<file path="src/rtl/amc_pkg.sv">
package amc_pkg;

    localparam int TW     = 4;
    localparam int NUM_PH = 7;

    typedef logic [TW-1:0] tcnt_t;

    typedef struct packed {
        tcnt_t rd_aset;
        tcnt_t rd_ahld;
        tcnt_t rd_dset;
        tcnt_t rd_dhld;
        tcnt_t rd_turn;
        tcnt_t wr_aset;
        tcnt_t wr_ahld;
        tcnt_t wr_dset;
        tcnt_t wr_dhld;
        tcnt_t wr_turn;
        tcnt_t lead;
        logic  mux_en;
        logic  wide;
        logic  wait_hi;
        logic  wait_en;
    } cs_cfg_t;

    localparam int CFG_W = $bits(cs_cfg_t);

    typedef enum logic [2:0] {
        ST_IDLE = 3'd0,
        ST_LEAD = 3'd1,
        ST_ASET = 3'd2,
        ST_AHLD = 3'd3,
        ST_DSET = 3'd4,
        ST_DHLD = 3'd5,
        ST_TURN = 3'd6
    } phase_t;

endpackage

</file>
<file path="src/rtl/amc_cfg_sel.sv">
module amc_cfg_sel
    import amc_pkg::*;
#(
    parameter int NUM_CS = 4,
    localparam int SEL_W = (NUM_CS > 1) ? $clog2(NUM_CS) : 1
) (
    input  logic [NUM_CS*CFG_W-1:0] cfg_flat_i,
    input  logic [SEL_W-1:0]        sel_i,
    output cs_cfg_t                 cfg_o
);

    cs_cfg_t bank [NUM_CS];

    for (genvar k = 0; k < NUM_CS; k++) begin : g_unpack
        assign bank[k] = cs_cfg_t'(cfg_flat_i[k*CFG_W +: CFG_W]);
    end

    assign cfg_o = bank[sel_i];

endmodule

</file>
<file path="src/rtl/amc_wait_sync.sv">
module amc_wait_sync #(
    parameter int   STAGES  = 2,
    parameter logic RST_VAL = 1'b1
) (
    input  logic clk,
    input  logic rst_n,
    input  logic async_i,
    output logic sync_o
);

    logic [STAGES-1:0] chain_q;

    always_ff @(posedge clk or negedge rst_n) begin
        if (!rst_n) begin
            chain_q <= {STAGES{RST_VAL}};
        end else begin
            chain_q <= {chain_q[STAGES-2:0], async_i};
        end
    end

    assign sync_o = chain_q[STAGES-1];

endmodule

</file>
<file path="src/rtl/amc_seq.sv">
module amc_seq
    import amc_pkg::*;
#(
    parameter int NUM_CS = 4,
    parameter int AW     = 24,
    parameter int DW     = 16,
    localparam int SEL_W = (NUM_CS > 1) ? $clog2(NUM_CS) : 1,
    localparam int LANES = DW / 8
) (
    input  logic             clk,
    input  logic             rst_n,
    input  logic             req_valid_i,
    output logic             req_ready_o,
    input  logic             req_wr_i,
    input  logic [SEL_W-1:0] req_cs_i,
    input  logic [AW-1:0]    req_addr_i,
    input  logic [DW-1:0]    req_wdata_i,
    input  logic [LANES-1:0] req_be_i,
    input  cs_cfg_t          sel_cfg_i,
    input  logic             wait_lvl_i,
    output logic             rsp_valid_o,
    output logic [DW-1:0]    rsp_rdata_o,
    output logic [NUM_CS-1:0] mem_ncs_o,
    output logic             mem_noe_o,
    output logic             mem_nwe_o,
    output logic [LANES-1:0] mem_nbl_o,
    output logic             mem_nadv_o,
    output logic [AW-1:0]    mem_addr_o,
    output logic [DW-1:0]    mem_dq_o,
    output logic             mem_dq_oe_o,
    input  logic [DW-1:0]    mem_dq_i
);

    phase_t     st_q, st_d, nxt;
    tcnt_t      cnt_q, cnt_d;
    tcnt_t      dur [NUM_PH];

    cs_cfg_t    cfg_q, cur_cfg;
    logic       wr_q, cur_wr;
    logic [SEL_W-1:0] cs_q;
    logic [AW-1:0]    addr_q;
    logic [DW-1:0]    wdata_q;
    logic [LANES-1:0] be_q;
    logic [DW-1:0]    rdata_q;
    logic             rsp_q;

    logic accept, stall, leave, dset_done;
    logic [LANES-1:0] lane_mask;
    logic [DW-1:0]    data_mask;
    logic [NUM_CS-1:0] cs_low;
    logic [LANES-1:0] bl_low;

    // Configuration in force: the selected word while idle, the latched word otherwise.
    always_comb begin
        cur_cfg = (st_q == ST_IDLE) ? sel_cfg_i : cfg_q;
        cur_wr  = (st_q == ST_IDLE) ? req_wr_i  : wr_q;
    end

    // Duration of every phase for the access in force.
    always_comb begin
        dur[ST_IDLE] = '0;
        dur[ST_LEAD] = cur_cfg.lead;
        dur[ST_ASET] = cur_wr ? cur_cfg.wr_aset : cur_cfg.rd_aset;
        dur[ST_AHLD] = !cur_cfg.mux_en ? '0 :
                       (cur_wr ? cur_cfg.wr_ahld : cur_cfg.rd_ahld);
        dur[ST_DSET] = cur_wr ? cur_cfg.wr_dset : cur_cfg.rd_dset;
        if (dur[ST_DSET] == '0) begin
            dur[ST_DSET] = TW'(1);
        end
        dur[ST_DHLD] = cur_wr ? cur_cfg.wr_dhld : cur_cfg.rd_dhld;
        dur[ST_TURN] = cur_wr ? cur_cfg.wr_turn : cur_cfg.rd_turn;
    end

    // First non-empty phase after the current one; IDLE when none remains.
    always_comb begin
        nxt = ST_IDLE;
        for (int i = NUM_PH - 1; i > 0; i--) begin
            if (i > int'(st_q) && dur[i] != '0) begin
                nxt = phase_t'(3'(i));
            end
        end
    end

    assign accept    = req_valid_i && (st_q == ST_IDLE);
    assign stall     = (st_q == ST_DSET) && cfg_q.wait_en &&
                       (wait_lvl_i == cfg_q.wait_hi);
    assign leave     = (st_q != ST_IDLE) && !stall && (cnt_q <= TW'(1));
    assign dset_done = (st_q == ST_DSET) && leave;

    // Next state and phase counter.
    always_comb begin
        st_d  = st_q;
        cnt_d = cnt_q;
        unique case (st_q)
            ST_IDLE: begin
                if (accept) begin
                    st_d  = nxt;
                    cnt_d = dur[nxt];
                end
            end
            ST_DSET: begin
                if (leave) begin
                    st_d  = nxt;
                    cnt_d = dur[nxt];
                end else if (!stall) begin
                    cnt_d = cnt_q - TW'(1);
                end
            end
            ST_LEAD, ST_ASET, ST_AHLD, ST_DHLD, ST_TURN: begin
                if (leave) begin
                    st_d  = nxt;
                    cnt_d = dur[nxt];
                end else begin
                    cnt_d = cnt_q - TW'(1);
                end
            end
            default: begin
                st_d  = ST_IDLE;
                cnt_d = '0;
            end
        endcase
    end

    // State register.
    always_ff @(posedge clk or negedge rst_n) begin
        if (!rst_n) begin
            st_q  <= ST_IDLE;
            cnt_q <= '0;
        end else begin
            st_q  <= st_d;
            cnt_q <= cnt_d;
        end
    end

    assign lane_mask = cfg_q.wide ? '1 : LANES'(1);
    assign data_mask = cfg_q.wide ? '1 : DW'(8'hFF);

    // Request latch, read capture and response pulse.
    always_ff @(posedge clk or negedge rst_n) begin
        if (!rst_n) begin
            cfg_q   <= '0;
            wr_q    <= 1'b0;
            cs_q    <= '0;
            addr_q  <= '0;
            wdata_q <= '0;
            be_q    <= '0;
            rdata_q <= '0;
            rsp_q   <= 1'b0;
        end else begin
            if (accept) begin
                cfg_q   <= sel_cfg_i;
                wr_q    <= req_wr_i;
                cs_q    <= req_cs_i;
                addr_q  <= req_addr_i;
                wdata_q <= req_wdata_i;
                be_q    <= req_be_i;
            end
            rsp_q <= dset_done;
            if (dset_done && !wr_q) begin
                rdata_q <= mem_dq_i & data_mask;
            end
        end
    end

    assign cs_low = NUM_CS'(1) << cs_q;
    assign bl_low = be_q & lane_mask;

    // Output decode.
    always_comb begin
        mem_ncs_o   = '1;
        mem_nbl_o   = '1;
        mem_nadv_o  = 1'b1;
        mem_noe_o   = 1'b1;
        mem_nwe_o   = 1'b1;
        mem_dq_o    = '0;
        mem_dq_oe_o = 1'b0;
        unique case (st_q)
            ST_IDLE, ST_TURN: begin
            end
            ST_LEAD: begin
                mem_nbl_o = ~bl_low;
            end
            ST_ASET, ST_AHLD: begin
                mem_ncs_o  = ~cs_low;
                mem_nbl_o  = ~bl_low;
                mem_nadv_o = (st_q != ST_ASET);
                if (cfg_q.mux_en) begin
                    mem_dq_o    = addr_q[DW-1:0];
                    mem_dq_oe_o = 1'b1;
                end else if (wr_q) begin
                    mem_dq_o    = wdata_q;
                    mem_dq_oe_o = 1'b1;
                end
            end
            ST_DSET, ST_DHLD: begin
                mem_ncs_o = ~cs_low;
                mem_nbl_o = ~bl_low;
                if (st_q == ST_DSET) begin
                    mem_noe_o = wr_q;
                    mem_nwe_o = !wr_q;
                end
                if (wr_q) begin
                    mem_dq_o    = wdata_q;
                    mem_dq_oe_o = 1'b1;
                end
            end
            default: begin
            end
        endcase
    end

    assign req_ready_o = (st_q == ST_IDLE);
    assign rsp_valid_o = rsp_q;
    assign rsp_rdata_o = rdata_q;
    assign mem_addr_o  = addr_q;

    // Assertions.
    AST_ONE_CS_LOW: assert property (@(posedge clk) disable iff (!rst_n)
        $onehot0(~mem_ncs_o));

    AST_READY_BUS_FREE: assert property (@(posedge clk) disable iff (!rst_n)
        req_ready_o |-> (&mem_ncs_o && mem_noe_o && mem_nwe_o));

    AST_RSP_SINGLE: assert property (@(posedge clk) disable iff (!rst_n)
        rsp_valid_o |=> !rsp_valid_o);

    AST_STROBE_EXCL: assert property (@(posedge clk) disable iff (!rst_n)
        !(!mem_noe_o && !mem_nwe_o));

    AST_ADV_IN_CS: assert property (@(posedge clk) disable iff (!rst_n)
        !mem_nadv_o |-> !(&mem_ncs_o));

    AST_NO_CONTENTION: assert property (@(posedge clk) disable iff (!rst_n)
        !mem_noe_o |-> !mem_dq_oe_o);

    AST_WAIT_STRETCH: assert property (@(posedge clk) disable iff (!rst_n)
        (!mem_noe_o && stall) |=> !mem_noe_o);

endmodule

</file>
<file path="src/rtl/async_mem_ctrl.sv">
module async_mem_ctrl
    import amc_pkg::*;
#(
    parameter int NUM_CS      = 4,
    parameter int AW          = 24,
    parameter int DW          = 16,
    parameter int SYNC_STAGES = 2,
    localparam int SEL_W = (NUM_CS > 1) ? $clog2(NUM_CS) : 1,
    localparam int LANES = DW / 8
) (
    input  logic                    clk,
    input  logic                    rst_n,
    input  logic                    req_valid_i,
    output logic                    req_ready_o,
    input  logic                    req_wr_i,
    input  logic [SEL_W-1:0]        req_cs_i,
    input  logic [AW-1:0]           req_addr_i,
    input  logic [DW-1:0]           req_wdata_i,
    input  logic [LANES-1:0]        req_be_i,
    output logic                    rsp_valid_o,
    output logic [DW-1:0]           rsp_rdata_o,
    input  logic [NUM_CS*CFG_W-1:0] cfg_i,
    output logic [NUM_CS-1:0]       mem_ncs_o,
    output logic                    mem_noe_o,
    output logic                    mem_nwe_o,
    output logic [LANES-1:0]        mem_nbl_o,
    output logic                    mem_nadv_o,
    output logic [AW-1:0]           mem_addr_o,
    output logic [DW-1:0]           mem_dq_o,
    output logic                    mem_dq_oe_o,
    input  logic [DW-1:0]           mem_dq_i,
    input  logic                    mem_wait_i
);

    cs_cfg_t sel_cfg;
    logic    wait_lvl;

    amc_cfg_sel #(
        .NUM_CS (NUM_CS)
    ) u_cfg_sel (
        .cfg_flat_i (cfg_i),
        .sel_i      (req_cs_i),
        .cfg_o      (sel_cfg)
    );

    amc_wait_sync #(
        .STAGES  (SYNC_STAGES),
        .RST_VAL (1'b1)
    ) u_wait_sync (
        .clk     (clk),
        .rst_n   (rst_n),
        .async_i (mem_wait_i),
        .sync_o  (wait_lvl)
    );

    amc_seq #(
        .NUM_CS (NUM_CS),
        .AW     (AW),
        .DW     (DW)
    ) u_seq (
        .clk         (clk),
        .rst_n       (rst_n),
        .req_valid_i (req_valid_i),
        .req_ready_o (req_ready_o),
        .req_wr_i    (req_wr_i),
        .req_cs_i    (req_cs_i),
        .req_addr_i  (req_addr_i),
        .req_wdata_i (req_wdata_i),
        .req_be_i    (req_be_i),
        .sel_cfg_i   (sel_cfg),
        .wait_lvl_i  (wait_lvl),
        .rsp_valid_o (rsp_valid_o),
        .rsp_rdata_o (rsp_rdata_o),
        .mem_ncs_o   (mem_ncs_o),
        .mem_noe_o   (mem_noe_o),
        .mem_nwe_o   (mem_nwe_o),
        .mem_nbl_o   (mem_nbl_o),
        .mem_nadv_o  (mem_nadv_o),
        .mem_addr_o  (mem_addr_o),
        .mem_dq_o    (mem_dq_o),
        .mem_dq_oe_o (mem_dq_oe_o),
        .mem_dq_i    (mem_dq_i)
    );

endmodule

</file>
<file path="config.mk">
export PLATFORM = sky130hd
export DESIGN_NAME = async_mem_ctrl
export DESIGN_NICKNAME = d
export VERILOG_FILES = /design/src/rtl/amc_pkg.sv /design/src/rtl/amc_cfg_sel.sv /design/src/rtl/amc_wait_sync.sv /design/src/rtl/amc_seq.sv /design/src/rtl/async_mem_ctrl.sv
export SDC_FILE = /design/constraint.sdc
export NUM_CORES = 1
export LEC_CHECK = 0
export ABC_AREA = 1
export BUFFER_PORTS_ARGS = -buffer_cell sky130_fd_sc_hd__clkbuf_2
export CAP_MARGIN = 15
export CORE_MARGIN = 1.5
export CORE_UTILIZATION = 46
export DETAILED_ROUTE_END_ITERATION = 16
export GPL_TIMING_DRIVEN = 0
export PLACE_DENSITY = 0.83
export SYNTH_ARGS = -nofsm -noshare
export SYNTH_HDL_FRONTEND = slang
export SYNTH_HIERARCHICAL = 1
export SYNTH_SLANG_ARGS = --single-unit
</file>
<file path="constraint.sdc">
create_clock -name clk -period 3.07 [get_ports clk]
set_input_delay 0.307 -clock clk [delete_from_list [all_inputs] [get_ports clk]]
set_output_delay 0.307 -clock clk [all_outputs]
set_load 0.05 [all_outputs]
</file>
# [After elaboration in Yosys (flattened, before gate mapping)]
# Index checks and enable logic that the tools add are counted.
[totals] regBits=119 inputBits=257 output_inout_bits=68 elab_cells=129
[op_classes] addsub=1 n_lt_le_gt_ge=9 eq_ne=11 shift=1 mux=44 bitwise=6 n_reduce_logical=32
[ops] cell="48-bit two-way mux" n=3
[ops] cell="48-bit binary-select mux with 2-bit select" n=1
[ops] cell="4-bit two-way mux" n=14
[ops] cell="16-bit two-way mux" n=3
[ops] cell="16-bit one-hot mux with 2 select lines" n=1
[ops] cell="3-bit two-way mux" n=8
[ops] cell="4-bit nonzero test" n=6
[ops] cell="16-bit AND" n=1
[ops] cell="1-bit logical AND" n=13
[ops] cell="4-bit binary-select mux with 3-bit select" n=1
[ops] cell="4-bit one-hot mux with 3 select lines" n=1
[ops] cell="5-bit OR reduction" n=2
[ops] cell="3-bit equality test, second input constant" n=3
[ops] cell="3-bit > comparator, first input constant" n=3
[ops] cell="1-bit two-way mux" n=8
[ops] cell="3-bit by 2-bit equality test with 1-bit output, second input constant" n=2
[ops] cell="2-bit by 3-bit > comparator with 1-bit output, first input constant" n=2
[ops] cell="3-bit one-hot mux with 2 select lines" n=1
[ops] cell="6-bit OR reduction" n=1
[ops] cell="4-bit greater-or-equal comparator, second input constant" n=1
[ops] cell="4-bit by 1-bit less-or-equal comparator with 1-bit output, second input constant" n=1
[ops] cell="4-bit zero test" n=1
[ops] cell="2-bit two-way mux" n=2
[ops] cell="2-bit by 1-bit inequality test with 1-bit output, second input constant" n=2
[ops] cell="20 further kinds" n=23

# [Longest topological paths before layout]
# Gate-level depths: netlist (run 1).
[logic_depth] depth_word=20 ltp_mapped=23 depth_no_buf=20

# [Modules after synthesis]
# The synthesis (run 1) kept the hierarchy.
[by_module_without_submodules] module="amc_seq" instances=1 cells_each=805 area_per_inst_um2=6407.4 seq_area_each_um2=2927.8
[by_module_without_submodules] module="amc_cfg_sel" instances=1 cells_each=561 area_per_inst_um2=2299.7 seq_area_each_um2=0.0
[by_module_without_submodules] module="amc_wait_sync" instances=1 cells_each=2 area_per_inst_um2=52.6 seq_area_each_um2=52.6

# [Worst setup path before layout (run 1)]
# No wires, ideal clock.
[synth_timing] kind="register to output" from="register u_seq.st_q[2]" to="output port mem_dq_o[10]" t_arrival_ns=2.708 required_time_ns=2.763 setup_slack_ns=0.055 path_stages_with_launch=10 n_path_buf=3 path_cell_list="dfrtp_1 -> inv_2 -> buf_2 -> ha_1 -> clkbuf_1 -> o21ai_0 -> o21a_1 -> clkbuf_1 -> or2_2 -> a21oi_1"
[synth_between] elab_chain_cells=3 word_cells_on_any_way=7 classes_between="4 x eq/ne; 1 x mux; 2 x reduce/logical"
[synth_lines] element="from (decl)" line="amc_seq.sv:34" text="phase_t st_q, st_d, nxt;"
[synth_lines] element="from (signal assigned)" line="amc_seq.sv:130" text="st_q <= st_d;"
[synth_lines] element="3-bit equality test or 3-bit by 2-bit equality test with 1-bit output (tied branches)" line="amc_seq.sv:177" text="unique case (st_q)"
[synth_lines] element="2-bit OR reduction" line="amc_seq.sv:177"
[synth_lines] element="16-bit one-hot mux with 2 select lines *" line="amc_seq.sv:177"
[synth_lines] element="to (decl)" line="async_mem_ctrl.sv:29" text="output logic [DW-1:0] mem_dq_o,"
# Every way passes the cells marked *; elsewhere a longest branch is shown, timed or not.

# [Worst setup path after layout (run 1)]
[layout_timing] from="register u_seq.st_q[2]" to="output port mem_dq_o[12]"
# Same word-level chain as after synthesis.

==> results.yml, run 1 <==
synth:
  syn_avg_cell_area_um2: 6.403
  yosys_warnings: 6
  yosysMostFrequentCell: "nand2_1"
  synth_area_leaders: "dfrtp_1 33%, nand2_1 20%, inv_1 12%"
  synth_top_flop_cell: "dfrtp_1"
  synth_top_area_share_pct: 33.42
  synthArstFlopShare_pct: 100.0
  ys_ff_latch: 119
  synth_edf_count: 0
  yosysTopAreaCell: "dfrtp_1"
  syn_area_um2: 8760
  ys_types: 33
  mappedNetlistNets: 1632
  synthTopCellsByCount: "468 x nand2_1, 272 x inv_1, 166 x nand3_1, 117 x dfrtp_1, 62 x o21ai_0"
  syn-instance-count: 1368
  yosysSeqAreaShare_pct: 34.02
clock_tree:
  clkTransAtPathRegs_ns: 0.06
  insertion_delay_ns: 0.42
  cts.sinks: 119
  cts_max_level: 4
  cts.path.max_buffers: 2
  cts_tree: "done"
  cts_buffers: 17
  cts_root_buf: "clkbuf_16"
worst_setup_path:
  startpoint_type: "flop"
  required_ns: 2.76
  crit_fanout: 12
  setup.worst_path.start: "u_seq/st_q[2]"
  endpoint_kind: "output port"
  cp.arrival_ns: 2.68
  r2r-start: "u_seq/st_q[1]"
  path_class: "reg2out"
  r2r_setup_slack_ns: 0.25
cells_and_area:
  syn2layout_area_growth_pct: 29.87
  antenna_cells: 0
  layout-drive-gt1-share_pct: 28.60
  final_net_count: 1978
  finalInstanceArea_um2: 11380
  fill_cells: 1711
drt:
  ant_nets: 0
  drt_iter0_drc: 889
  routed_wl_um: 29650
  num_vias: 10026
  via_per_inst: 5.113
  drt-pass1-iter-count: 8
  wl_per_cell_um: 15.12
  route.detailed.drc: 0
global_routing:
  grt_max_degree: 108
  antenna_found_initial: 0
  overflow: 0
  grt_pass1_wl_um: 47840
  grt_pass1_vias: 9836
  grtUsageTotal_pct: 30.35
floorplan:
  core_area_um2: 18710
  boundaryPins: 325
  die_y_um: 141.0
  die_area_um2: 19880
  start_util_pct: 46.83
  num_rows: 50
  die_x_um: 141.0
min_path:
  worstHoldPathType: "in2reg"
  worstHoldStart: "mem_dq_i[6]"
outcome:
  outcome: "complete, no violations"
power_and_ir_drop:
  irDropWorstVdd_mv: 0.5941
  p_per_area_nw_per_um2: 1041
  power.leakage_nw: 6.890
timing:
  fin_skew_ns: 0.01201
  slew_viol_final: 0
  setup_viol: 0
  fin_crit_ns: 2.986
  fmax_mhz: 334.9
  setup_slack_ns: 0.08388
  worst_pin_slew_ns: 0.8550
  timing.final.crit_share_pct: 97.27
  rsz0062_at_grt: "false"
  hold_viol: 0
  relSlewSlack_pct: 43.00
place:
  hpwlAfterDp_um: 22720
  place_ws_ns: -0.2041
  place_area_um2: 10710
  gp_congestion: 0.9401
  port_buffers: 324
run:
  drv_cap: 0
## layout by cell type, fill, tap and decap left out, drive strengths merged
| cell type | Yosys | routed |
|---|---|---|
| nand2 | 477 | 477 |
| clkbuf | 25 | 367 |
| inv | 275 | 277 |
| nand3 | 168 | 168 |
| dfrtp | 117 | 117 |
| o21ai | 69 | 69 |
| nor2 | 55 | 55 |
| buf | 46 | 50 |
| mux2 | 49 | 49 |
| a21oi | 42 | 42 |
| or2 | 16 | 16 |
| ha | 7 | 7 |
| o211ai | 5 | 5 |
| clkinvlp | 0 | 4 |
| nor3 | 4 | 4 |
| clkinv | 1 | 4 |
| xnor2 | 3 | 3 |
| nand4 | 3 | 3 |
| bufinv | 0 | 2 |
| dlygate4sd3 | 0 | 2 |
| o22ai | 2 | 2 |
| dfstp | 2 | 2 |
| o21a | 1 | 1 |
| a31oi | 1 | 1 |
## layer usage
metal  GRT usage (%)  wire length [um]  vias to the layer above
met5               0                 0                        -
met4           11.24               831                        0
met3           5.571              2128                       78
met2           52.97             14840                      450
met1           37.41             11850                     4650
li1                -                 -                     4848
## timing repair
| action | 4_1_cts | 5_1_grt |
|---|---|---|
| endpoints found under the hold margin | 13 | 0 |
| hold buffers | 2 | 0 |
| cloned | 0 | 0 |
| gates resized for setup | 8 | 24 |
| setup endpoints to repair | 17 | 16 |
| setup buffers | 1 | 0 |
## flip-flops by register name, indices dropped and copies added, names as in the netlist
| signal | flops |
|---|---|
| u_seq/wr_q | 1 |
| u_seq/wdata_q | 16 |
| u_seq/rsp_valid_o | 1 |
| u_seq/mem_addr_o | 24 |
| u_seq/be_q | 2 |
| u_seq/cnt_q | 4 |
| u_seq/cfg_q | 48 |
| u_seq/rsp_rdata_o | 16 |
| u_wait_sync/chain_q | 2 |
| u_seq/st_q | 3 |
| u_seq/cs_q | 2 |
## metrics by stage
stage	util [%]	power [mW]	hold slack, ns	setup TNS [ns]	instances
2_1_floorplan	-	7.803	0.01141	0	1368
3_3_place_gp	57.06	9.484	0.3458	-18.15	1926
3_5_place_dp	57.26	9.652	0.1584	-1.381	1927
4_1_cts	60.67	11.72	0.07514	0	1961
5_1_grt	60.82	12.68	0.09199	0	1961
6_report	60.82	11.85	0.09037	0	1961
## worst max-delay path, stage by stage (launching register included)
cell      delay (ns)
dfrtp_2         0.46
inv_4           0.08
buf_6           0.18
ha_4            0.21
o21ai_0         0.13
o21a_2          0.28
clkbuf_2        0.19
or2_2           0.30
a21oi_1         0.14
buf_2           0.28
## final timing paths
check	cells past startpoint	endpoint
min in group asynchronous	2	u_seq/rsp_rdata_o[5]
max reg2reg	15	u_seq/cnt_q[1]
min reg2reg	0	u_wait_sync/chain_q[1]
max	9	mem_dq_o[12]
max in group asynchronous	3	u_seq/cfg_q[43]
min	3	u_seq/rsp_rdata_o[6]
## where the power goes
part	total [mW]	leakage (nW)	internal, mW	switching (mW)
Clock	1.98	0.276	1.24	0.741
Combinational	7.08	5.24	2.21	4.87
Sequential	2.79	1.38	2.33	0.456
## final cells by class
cell class                      count  area, um2  share of cell area, %
Tap cell                          234      292.8                  2.574
Inverter                          276       1039                  9.129
Timing Repair Buffer              328       1714                  15.07
Sequential cell                   119       2983                  26.22
Clock inverter                     11      122.6                  1.078
Multi-Input combinational cell    902       4355                  38.29
Clock buffer                       21      460.4                  4.048
Buffer                             70      409.1                  3.597
## logic make-up (layout without fill, tap and decap cells)
family / Yosys count / count (layout) / share of synthesized area [%]
AO/OA/AOI/OAI: 120 / 120 / 7.199
multiplexers: 49 / 49 / 6.299
buffers and inverters: 347 / 706 / 16.45
flip-flops: 119 / 119 / 34.02
adder cells (fa/ha/maj): 7 / 7 / 0.9998
XOR/XNOR: 3 / 3 / 0.3000
AND/OR/NAND/NOR: 723 / 723 / 34.72
Note: power is estimated with default switching activity, not from simulation.
==> inputs of run 2 (changes only) <==
--- a/config.mk
+++ b/config.mk
@@ -8,11 +8,13 @@
 export ABC_AREA = 1
 export BUFFER_PORTS_ARGS = -buffer_cell sky130_fd_sc_hd__clkbuf_2
 export CAP_MARGIN = 15
+export CELL_PAD_IN_SITES_DETAIL_PLACEMENT = 1
+export CELL_PAD_IN_SITES_GLOBAL_PLACEMENT = 1
 export CORE_MARGIN = 1.5
-export CORE_UTILIZATION = 46
+export CORE_UTILIZATION = 34
 export DETAILED_ROUTE_END_ITERATION = 16
 export GPL_TIMING_DRIVEN = 0
-export PLACE_DENSITY = 0.83
+export PLACE_DENSITY = 0.89
 export SYNTH_ARGS = -nofsm -noshare
 export SYNTH_HDL_FRONTEND = slang
 export SYNTH_HIERARCHICAL = 1
==> run 2 against run 1 <==
First-iteration DRC count down 38%. Utilization down 15 points. Global-route usage down 3.4 points. Largest power group unchanged.
==> results.yml, run 2 (synthesis results as in run 1) <==
timing:
  setup_viol: 0
  slew_viol_final: 0
  fin_tns_setup_ns: 0
  hold_viol: 0
  setup_slack_ns: 0.07504
  fmax_mhz: 333.9
  timing.final.crit_share_pct: 97.56
  fin_crit_ns: 2.995
  relSlewSlack_pct: 45.93
  worst_pin_slew_ns: 0.8111
  fin_skew_ns: 0.01827
cells_and_area:
  final_net_count: 1980
  mostFrequentLayoutCells: "468 x nand2_1, 314 x clkbuf_2, 272 x inv_1"
  layout-drive-gt1-share_pct: 28.88
  instances_no_fill: 2058
  syn2layout_area_growth_pct: 31.32
  layout_commonest_cell: "nand2_1"
  regMostFlops: "u_seq/cfg_q"
  antenna_cells: 0
  largest_register_ffs: 48
power_and_ir_drop:
  power.leakage_nw: 6.882
  p_per_area_nw_per_um2: 1052
  irDropWorstVdd_mv: 0.6518
clock_tree:
  cts_buffers: 17
  insertion_delay_ns: 0.43
  cts_root_buf: "clkbuf_16"
  cts.path.max_buffers: 2
  cts_max_level: 4
  clkTransAtPathRegs_ns: 0.06
  cts_tree: "done"
  cts.sinks: 119
place:
  hpwlAfterDp_um: 27620
  place_ws_ns: -0.3530
  place_inst: 2023
  gp_congestion: 0.9543
  port_buffers: 324
drt:
  via_per_inst: 4.942
  drt-pass1-iter-count: 5
  wl_per_cell_um: 17.32
  num_vias: 10170
  routed_wl_um: 35640
  drt_iter0_drc: 553
  route.detailed.drc: 0
  ant_nets: 0
floorplan:
  boundaryPins: 325
  die_x_um: 163.5
  die_y_um: 163.5
  num_rows: 58
  core_area_um2: 25250
  start_util_pct: 34.69
  die_area_um2: 26740
run:
  drv_cap: 0
global_routing:
  overflow: 0
  grt_pass1_wl_um: 56010
  grt_pass1_vias: 10953
  grtUsageTotal_pct: 26.96
  grt_max_degree: 89
  antenna_found_initial: 0
worst_setup_path:
  cp.arrival_ns: 2.69
  startpoint_type: "flop"
  path_class: "reg2out"
  endpoint_kind: "output port"
  required_ns: 2.76
  reg2reg_depth: 16
  crit_fanout: 12
outcome:
  outcome: "complete, no violations"
min_path:
  worstHoldPathType: "in2reg"
  hold_path_depth: 3
run 2: changes by cell type in the layout (fill, tap and decap cells not counted), moves of 2 or more:
cell / before / now
clkinvlp_4: 4 / 6
ha_2: 0 / 2
clkbuf_1: 25 / 23
buf_4: 8 / 11
ha_1: 6 / 4
clkinv_4: 0 / 2
clkbuf_4: 7 / 5
run 2: stage by stage:
stage               hold WS, ns  area [um2]  total power, mW  utilization [%]
global placement         0.3464       10790            9.629            42.74
detailed placement       0.2294       10830            9.917            42.89
CTS                     0.07820       11470            12.02            45.44
global route            0.09094       11500            12.91            45.55
finish                  0.09346       11500            12.10            45.55
floorplan               0.01141        8760            7.803                -
run 2: worst paths after layout:
kind	startpoint	to	slack, ns
setup / recovery	u_seq/st_q[2]	mem_dq_o[10]	0.08
hold / removal	mem_dq_i[1]	u_seq/rsp_rdata_o[1]	0.09
setup reg to reg	u_seq/st_q[2]	u_seq/cnt_q[3]	0.16
hold reg to reg	u_wait_sync/chain_q[0]	u_wait_sync/chain_q[1]	0.37
max in group asynchronous	rst_n	u_wait_sync/chain_q[0]	1.97
min in group asynchronous	rst_n	u_seq/rsp_rdata_o[1]	0.35
run 2: layer usage:
layer	wire [um]	vias up	GRT usage, %	share of wire (%)
li1	-	4852	-	-
met1	14240	4814	31.70	40
met2	17820	406	47.69	50
met3	2026	98	3.987	5.7
met4	1551	0	13.35	4.4
met5	0	-	0	0
run 2: critical path: stages (launching register included):
cell      delay, ns
dfrtp_2        0.46
inv_4          0.09
buf_6          0.17
ha_4           0.22
o21ai_1        0.12
o21a_2         0.25
clkbuf_2       0.19
or2_2          0.34
a21oi_1        0.19
buf_4          0.24
run 2: power breakdown:
part	total (mW)	internal, mW	leakage [nW]	switching (mW)
clock	1.89	1.11	0.258	0.780
sequential	2.81	2.33	1.38	0.476
combinational	7.40	2.24	5.24	5.16
total	12.1	5.69	6.88	6.41
run 2: repair_timing:
| item | CTS | global route |
|---|---|---|
| setup buffers | 1 | 2 |
| gates resized for setup | 21 | 9 |
| endpoints found under the hold margin | 32 | 0 |
| setup endpoints to repair | 17 | 15 |
| hold buffers | 2 | 0 |
run 2: cell type report:
type | count | area, um2
clock buffers | 17 | 425.4
flip-flops and latches | 119 | 2983
well taps | 330 | 412.9
fillers | 3505 | 13750
multi-input cells | 902 | 4360
clock inverters | 14 | 126.4
repair buffers | 330 | 1744
plain buffers | 70 | 409.1
inverters | 276 | 1042
